### src/rtl/sci_pkg.sv
package sci_pkg;

    localparam int CMD_W = 5;

    localparam logic [2:0] C_END  = 3'd0;
    localparam logic [2:0] C_ERS  = 3'd1;
    localparam logic [2:0] C_RD   = 3'd2;
    localparam logic [2:0] C_PG   = 3'd3;
    localparam logic [2:0] C_RPR  = 3'd4;
    localparam logic [2:0] C_RPRR = 3'd5;
    localparam logic [2:0] C_RP   = 3'd6;

    typedef enum logic [1:0] {
        OP_READ  = 2'd0,
        OP_PROG  = 2'd1,
        OP_ERASE = 2'd2
    } op_e;

    typedef enum logic [2:0] {
        S_IDLE,
        S_READY,
        S_SETUP,
        S_ISSUE,
        S_DONE
    } st_e;

    // number of steps per address for an element code
    function automatic logic [2:0] elem_len(input logic [2:0] code);
        case (code)
            C_RPR:   return 3'd3;
            C_RPRR:  return 3'd4;
            C_RP:    return 3'd2;
            default: return 3'd1;
        endcase
    endfunction

    // step is a program (otherwise a read)
    function automatic logic step_prog(input logic [2:0] code, input logic [2:0] step);
        return (code == C_PG) || ((code >= C_RPR) && (code <= C_RP) && (step == 3'd1));
    endfunction

    // value before background inversion
    function automatic logic step_val(input logic [2:0] code, input logic [2:0] step);
        return (code == C_RD) || (((code == C_RPR) || (code == C_RPRR)) && (step == 3'd0));
    endfunction

endpackage

### src/rtl/sci_loader.sv
module sci_loader #(
    parameter int DEPTH = 16,
    localparam int CW = sci_pkg::CMD_W,
    localparam int IW = $clog2(DEPTH),
    localparam int PW = $clog2(DEPTH + 1)
) (
    input  logic          clk,
    input  logic          rst_n,
    input  logic          clear_i,
    input  logic          shift_i,
    input  logic          ser_i,
    input  logic [PW-1:0] rd_idx_i,
    output logic [CW-1:0] rd_cmd_o,
    output logic [PW-1:0] cnt_o,
    output logic          ovf_o
);

    typedef struct packed {
        logic [DEPTH-1:0][CW-1:0] mem;
        logic [CW-2:0]            sh;
        logic [2:0]               bits;
        logic [PW-1:0]            cnt;
        logic                     ovf;
    } ld_t;

    ld_t ld_d, ld_q;

    always_comb begin
        ld_d = ld_q;
        if (clear_i) begin
            ld_d.bits = '0;
            ld_d.cnt  = '0;
            ld_d.ovf  = 1'b0;
        end
        if (shift_i) begin
            if (ld_d.bits == 3'(CW - 1)) begin
                ld_d.bits = '0;
                if (ld_d.cnt < PW'(DEPTH)) begin
                    ld_d.mem[ld_d.cnt[IW-1:0]] = {ser_i, ld_d.sh};
                    ld_d.cnt = ld_d.cnt + PW'(1);
                end else begin
                    ld_d.ovf = 1'b1;
                end
            end else begin
                ld_d.sh   = {ser_i, ld_d.sh[CW-2:1]};
                ld_d.bits = ld_d.bits + 3'd1;
            end
        end
    end

    always_ff @(posedge clk or negedge rst_n) begin
        if (!rst_n) ld_q <= '0;
        else        ld_q <= ld_d;
    end

    assign rd_cmd_o = (rd_idx_i < PW'(DEPTH)) ? ld_q.mem[rd_idx_i[IW-1:0]] : '0;
    assign cnt_o    = ld_q.cnt;
    assign ovf_o    = ld_q.ovf;

    p_ovf_full_r2: assert property (@(posedge clk) disable iff (!rst_n)
        ovf_o |-> (cnt_o == PW'(DEPTH)));

    p_cnt_bound_r2: assert property (@(posedge clk) disable iff (!rst_n)
        shift_i && !clear_i && (cnt_o == PW'(DEPTH)) |=> (cnt_o == PW'(DEPTH)));

endmodule

### src/rtl/sci_exec.sv
module sci_exec
    import sci_pkg::*;
#(
    parameter int AW = 3,
    parameter int DW = 4,
    parameter int DEPTH = 16,
    localparam int CW = sci_pkg::CMD_W,
    localparam int PW = $clog2(DEPTH + 1)
) (
    input  logic          clk,
    input  logic          rst_n,
    input  logic          shift_en,
    input  logic          load_done,
    input  logic          start,
    input  logic [CW-1:0] cmd_i,
    input  logic [PW-1:0] cnt_i,
    output logic [PW-1:0] pc_o,
    output logic          accept_o,
    output logic          clear_o,
    output logic          op_req,
    output logic [1:0]    op_kind,
    output logic [AW-1:0] op_addr,
    output logic [DW-1:0] op_data,
    input  logic          op_ack,
    input  logic [DW-1:0] op_rdata,
    output logic          err,
    output logic [AW-1:0] err_addr,
    output logic          done
);

    typedef struct packed {
        st_e           st;
        logic [PW-1:0] pc;
        logic [AW-1:0] addr;
        logic [2:0]    step;
        logic          err;
        logic [AW-1:0] eaddr;
    } ex_t;

    ex_t ex_d, ex_q;

    logic [2:0] code;
    logic       bg, dsc, is_prog, last_step, last_addr, rest;
    op_e        kind;

    always_comb begin
        code      = cmd_i[4:2];
        bg        = cmd_i[1];
        dsc       = cmd_i[0];
        is_prog   = step_prog(code, ex_q.step);
        kind      = (code == C_ERS) ? OP_ERASE : (is_prog ? OP_PROG : OP_READ);
        last_step = (ex_q.step == elem_len(code) - 3'd1);
        last_addr = dsc ? (ex_q.addr == '0) : (ex_q.addr == '1);
        rest      = (ex_q.st == S_READY) || (ex_q.st == S_DONE);

        op_req   = (ex_q.st == S_ISSUE);
        op_kind  = kind;
        op_addr  = ex_q.addr;
        op_data  = {DW{step_val(code, ex_q.step) ^ bg}};
        accept_o = (ex_q.st == S_IDLE) || (rest && !start);
        clear_o  = rest && shift_en && !start;

        ex_d = ex_q;
        case (ex_q.st)
            S_IDLE: if (load_done) ex_d.st = S_READY;
            S_READY, S_DONE: begin
                if (start) begin
                    ex_d.st    = S_SETUP;
                    ex_d.pc    = '0;
                    ex_d.err   = 1'b0;
                    ex_d.eaddr = '0;
                end else if (shift_en) begin
                    ex_d.st = S_IDLE;
                end
            end
            S_SETUP: begin
                if ((ex_q.pc == cnt_i) || (code == C_END) || (code == 3'd7)) begin
                    ex_d.st = S_DONE;
                end else begin
                    ex_d.st   = S_ISSUE;
                    ex_d.step = '0;
                    ex_d.addr = (code != C_ERS && dsc) ? '1 : '0;
                end
            end
            S_ISSUE: if (op_ack) begin
                if (kind == OP_READ && op_rdata != op_data && !ex_q.err) begin
                    ex_d.err   = 1'b1;
                    ex_d.eaddr = ex_q.addr;
                end
                if (code == C_ERS) begin
                    ex_d.pc = ex_q.pc + PW'(1);
                    ex_d.st = S_SETUP;
                end else if (!last_step) begin
                    ex_d.step = ex_q.step + 3'd1;
                end else begin
                    ex_d.step = '0;
                    if (last_addr) begin
                        ex_d.pc = ex_q.pc + PW'(1);
                        ex_d.st = S_SETUP;
                    end else begin
                        ex_d.addr = dsc ? ex_q.addr - AW'(1) : ex_q.addr + AW'(1);
                    end
                end
            end
            default: ex_d.st = S_IDLE;
        endcase
    end

    always_ff @(posedge clk or negedge rst_n) begin
        if (!rst_n) ex_q <= '{st: S_IDLE, default: '0};
        else        ex_q <= ex_d;
    end

    assign pc_o     = ex_q.pc;
    assign err      = ex_q.err;
    assign err_addr = ex_q.eaddr;
    assign done     = (ex_q.st == S_DONE);

    p_req_hold_r10: assert property (@(posedge clk) disable iff (!rst_n)
        op_req && !op_ack |=> op_req && $stable(op_addr) && $stable(op_kind) && $stable(op_data));

    p_erase_at_zero_r4: assert property (@(posedge clk) disable iff (!rst_n)
        op_req && (op_kind == 2'd2) |-> (op_addr == '0));

    p_done_quiet_r3: assert property (@(posedge clk) disable iff (!rst_n)
        done |-> !op_req);

    p_err_sticky_r8: assert property (@(posedge clk) disable iff (!rst_n)
        err && !start |=> err && $stable(err_addr));

endmodule

### src/rtl/shift_cmd_interp.sv
module shift_cmd_interp #(
    parameter int AW = 3,
    parameter int DW = 4,
    parameter int DEPTH = 16
) (
    input  logic          clk,
    input  logic          rst_n,
    input  logic          ser_in,
    input  logic          shift_en,
    input  logic          load_done,
    input  logic          start,
    output logic          op_req,
    output logic [1:0]    op_kind,
    output logic [AW-1:0] op_addr,
    output logic [DW-1:0] op_data,
    input  logic          op_ack,
    input  logic [DW-1:0] op_rdata,
    output logic          err,
    output logic [AW-1:0] err_addr,
    output logic          done,
    output logic          overflow
);

    localparam int CW = sci_pkg::CMD_W;
    localparam int PW = $clog2(DEPTH + 1);

    logic [CW-1:0] cmd;
    logic [PW-1:0] cnt, pc;
    logic          accept, clear;

    sci_loader #(.DEPTH(DEPTH)) u_load (
        .clk      (clk),
        .rst_n    (rst_n),
        .clear_i  (clear),
        .shift_i  (shift_en && accept),
        .ser_i    (ser_in),
        .rd_idx_i (pc),
        .rd_cmd_o (cmd),
        .cnt_o    (cnt),
        .ovf_o    (overflow)
    );

    sci_exec #(.AW(AW), .DW(DW), .DEPTH(DEPTH)) u_exec (
        .clk       (clk),
        .rst_n     (rst_n),
        .shift_en  (shift_en),
        .load_done (load_done),
        .start     (start),
        .cmd_i     (cmd),
        .cnt_i     (cnt),
        .pc_o      (pc),
        .accept_o  (accept),
        .clear_o   (clear),
        .op_req    (op_req),
        .op_kind   (op_kind),
        .op_addr   (op_addr),
        .op_data   (op_data),
        .op_ack    (op_ack),
        .op_rdata  (op_rdata),
        .err       (err),
        .err_addr  (err_addr),
        .done      (done)
    );

endmodule

### config.mk
export PLATFORM = sky130hd
export DESIGN_NAME = shift_cmd_interp
export DESIGN_NICKNAME = d
export VERILOG_FILES = /design/src/rtl/sci_pkg.sv /design/src/rtl/sci_loader.sv /design/src/rtl/sci_exec.sv /design/src/rtl/shift_cmd_interp.sv
export SDC_FILE = /design/constraint.sdc
export NUM_CORES = 1
export LEC_CHECK = 0
export BUFFER_PORTS_ARGS = -buffer_cell sky130_fd_sc_hd__buf_2
export CAP_MARGIN = 25
export CORE_ASPECT_RATIO = 1.75
export CORE_UTILIZATION = 45
export CTS_BUF_LIST = sky130_fd_sc_hd__clkbuf_16
export DETAILED_ROUTE_END_ITERATION = 6
export PLACE_DENSITY_LB_ADDON = 0.2
export SETUP_SLACK_MARGIN = 0.5
export SLEW_MARGIN = 20
export SYNTH_ARGS = -nofsm -noshare
export SYNTH_HDL_FRONTEND = slang
export SYNTH_HIERARCHICAL = 1
export SYNTH_SLANG_ARGS = --single-unit
### constraint.sdc
create_clock -name clk -period 4.2 [get_ports clk]
set_input_delay 0.21 -clock clk [delete_from_list [all_inputs] [get_ports clk]]
set_output_delay 0.21 -clock clk [all_outputs]
set_load 0.1 [all_outputs]
==> impl_metrics.ini <==
[outcome]
status = finished, violations left
failed_checks = hold timing

[synthesis]
ys_top_cells_by_count = sky130_fd_sc_hd__dfrtp_1, sky130_fd_sc_hd__mux2_2, sky130_fd_sc_hd__nand2_1
gate_count_post_synth = 498
synth_warnings = 6
yosys.area.top_type_share_pct = 46.44
syn-cell-area_um2 = 5981
synth_seq_cells = 111
yosys.cell_types.count = 64
synth_enable_flop_cells = 0
synth_fp_nets = 517
async_reset_ff_share_pct = 100.0
most_numerous_cell_in_the_yosys_netlist = sky130_fd_sc_hd__dfrtp_1
synth_top_cell_by_area = sky130_fd_sc_hd__dfrtp_1
synth.avg_cell_area_um2 = 12.01
synth.yosys.seq_area_share_pct = 46.44
synth_top_cells_by_area = sky130_fd_sc_hd__dfrtp_1, sky130_fd_sc_hd__mux2_2, sky130_fd_sc_hd__mux4_2
predominant_post_synthesis_flop_cell = sky130_fd_sc_hd__dfrtp_1

[layout]
area_delta_synth_final_pct = 8.536
register_area_um2 = 2780
fill_cells = 1170
fin_area_um2 = 6491
finalNetCount = 521
layout-drive-gt1-share_pct = 34.91
num_antenna_cells = 0
multi_input_area_um2 = 2890

[pwr]
power.share.sequential_pct = 34.9
total_power_mw = 4.047
pwr-share-comb_pct = 43.8
p_leak_nw = 2.994
power_density_nw_per_um2 = 623.4
p_int_mw = 2.159
ir_drop_mv = 0.5073
clock_power_share_pct = 21.3
switching_share_pct = 46.64
netSwitchingPower_mw = 1.888

[sta]
worst-slew-pin-transition_ns = 0.9125
worst_clock_skew_ns = 0.008796
fmax_mhz = 284.3
unrepaired_setup_endpoints_after_global_routing = no
slew_headroom_pct = 39.17
hold_viol = 25
timing.final.setup_violations = 0
worst_hold_margin_ns = -0.02336
period_share_pct = 83.74
period_needed_ns = 3.517
finalSetupTns_ns = 0
slew_violations = 0
finalWorstSetupSlack_ns = 0.6830

[setup_path]
crit_arrival_ns = 3.75
critical_path.endpoint_type = flip-flop
critPathKind = reg -> reg
worst_setup_path_start_kind = flip-flop
worstPathMaxFanout = 14
r2r_slack_ns = 0.68
worst_ep_required_time_ns = 4.44

[drt]
avgRoutedWirePerCell_um = 19.99
initialDrtViolationCount = 158
antenna_violating_nets_post_route = 0
num_vias = 3833
drt_pre_antenna_iters = 4
drc = 0
viasPerCell = 5.653
finalWirelength_mm = 13.55

[global_route]
global_route_overflow = 0
gr-usage-all-layers_pct = 21.39
vias_in_the_first_global_route = 4066
grt_first_pass_wirelength_mm = 21.42
antenna_violations_before_repair = 0
grt_start_max_net_pins = 75

[placed_design]
half_perimeter_wire_length_after_detailed_placement_mm = 10.04
io_buffers = 26
post-place-ws_ns = 0.6123
placed_area_um2 = 6162
routabilityCongestion = 0.8286

[clock_network]
cts_made_buffers = 9
ctsRootBufferMaster = sky130_fd_sc_hd__clkbuf_16
cts_h_tree_depth = 3
clk_transition_reported_paths_ns = 0.08
cts_tree = yes
cts_buffer_depth = 2
clk_latency_ns = 0.35
numClockSinks = 111

[floorplanning]
number_of_i_o_pins = 27
core_um2 = 12940
start_util_pct = 46.23
row_count = 55
die_area_um2 = 13770
floorplan.die.height_um = 154.5
chipWidth_um = 89.15

[run]
drv_cap = 0

[worst_hold_path]
hold_path_class = in -> async
power by group through the flow:
stage / logic (mW) / clock network [mW] / registers [mW]
finish: 1.77 / 0.862 / 1.41
detailed placement: 1.75 / 0 / 1.43
floorplan: 1.59 / 0 / 1.32
global route: 1.90 / 0.924 / 1.44
global placement: 1.73 / 0 / 1.42
CTS: 1.76 / 0.889 / 1.41
registers in the layout (all words and copies together) (netlist names):
name and cells:
u_load/ovf_o 1, u_load/ld_q 87, u_exec/op_addr 3, u_exec/err 1, u_load/cnt_o 5, u_exec/ex_q 6
u_exec/pc_o 5, u_exec/err_addr 3
placed cells by master (no fill, tap or decap), types with 4 or more instances in the layout:
master,n
sky130_fd_sc_hd__a21oi_1,13
sky130_fd_sc_hd__buf_2,25
sky130_fd_sc_hd__buf_4,10
sky130_fd_sc_hd__clkbuf_16,9
sky130_fd_sc_hd__dfrtp_1,109
sky130_fd_sc_hd__ha_1,7
sky130_fd_sc_hd__inv_1,16
sky130_fd_sc_hd__mux2_2,84
sky130_fd_sc_hd__mux2i_1,22
sky130_fd_sc_hd__mux4_2,17
sky130_fd_sc_hd__nand2_1,33
sky130_fd_sc_hd__nand2b_1,11
sky130_fd_sc_hd__nand3_1,6
sky130_fd_sc_hd__nand4_1,5
sky130_fd_sc_hd__nor2_1,24
sky130_fd_sc_hd__nor2b_1,5
sky130_fd_sc_hd__nor3_1,5
sky130_fd_sc_hd__o21ai_0,12
sky130_fd_sc_hd__o22ai_1,4
sky130_fd_sc_hd__xnor2_1,5
sky130_fd_sc_hd__xor2_1,6
metal layers:
layer	part of all wire, %	vias to the layer above	GRT usage [%]
met4	4.5	0	10.58
met5	0	-	0
li1	-	1772	-
met2	56	75	39.51
met3	2.2	26	3.575
met1	38	1960	22.52
cell type report:
type,instances,area share (%)
clock buffer,9,3.470
clock inverter,7,1.214
inverter,18,1.041
multi-input combinational,325,44.53
sequential,111,42.83
tap,171,3.296
timing repair buffer,37,3.624
metrics by stage:
stage | hold slack, ns | std cells | util (%)
after global routing | 0.04633 | 678 | 50.17
after detailed placement | 0.4023 | 662 | 47.63
final | -0.02336 | 678 | 50.17
after floorplan | -0.08559 | 498 | -
after global placement | 0.3974 | 662 | 47.63
after CTS | 0.02206 | 678 | 49.98
kinds of logic after synthesis:
| group | count (synthesis) | synth area share, % |
|---|---|---|
| multiplexers | 127 | 26.63 |
| AND/OR/NAND/NOR | 125 | 11.92 |
| flip-flops | 111 | 46.44 |
| buffers and inverters | 62 | 5.586 |
| AO/OA/AOI/OAI | 52 | 5.690 |
| XOR/XNOR | 12 | 1.757 |
| adder cells (fa/ha/maj) | 9 | 1.966 |
worst paths after layout:
| kind | endpoint | from | cells after the start |
|---|---|---|---|
| hold / removal | u_load/ld_q[6]$_DFF_PN0_ | rst_n | 1 |
| hold reg to reg | u_load/ld_q[23]$_DFFE_PN0P_ | u_load/ld_q[23]$_DFFE_PN0P_ | 1 |
| setup reg to reg | u_exec/op_addr[2]$_DFFE_PN0P_ | u_exec/pc_o[0]$_DFFE_PN0P_ | 12 |
| setup / recovery | u_exec/op_addr[2]$_DFFE_PN0P_ | u_exec/pc_o[0]$_DFFE_PN0P_ | 12 |
| min in group clk | u_exec/ex_q[17]$_DFFE_PN0P_ | shift_en | 3 |
| max in group asynchronous | u_load/ld_q[43]$_DFFE_PN0P_ | rst_n | 2 |
critical path, stage by stage (launching register included):
cell and delay (ns):
sky130_fd_sc_hd__dfrtp_1 0.39, sky130_fd_sc_hd__buf_4 0.25, sky130_fd_sc_hd__mux4_2 0.53, sky130_fd_sc_hd__mux2i_1 0.25, sky130_fd_sc_hd__o22ai_1 0.15, sky130_fd_sc_hd__buf_4 0.20
sky130_fd_sc_hd__nand2b_1 0.08, sky130_fd_sc_hd__ha_1 0.19, sky130_fd_sc_hd__xor2_2 0.22, sky130_fd_sc_hd__mux2i_2 0.31, sky130_fd_sc_hd__o21ai_2 0.13, sky130_fd_sc_hd__a211oi_2 0.35
sky130_fd_sc_hd__mux2_1 0.36
what timing repair did:
item                                    4_1_cts  5_1_grt
setup buffers                                 0        0
endpoints found under the setup margin        0        3
resized for setup                             0        7
hold buffers                                  0        0
(Power assumes the default switching activity.)
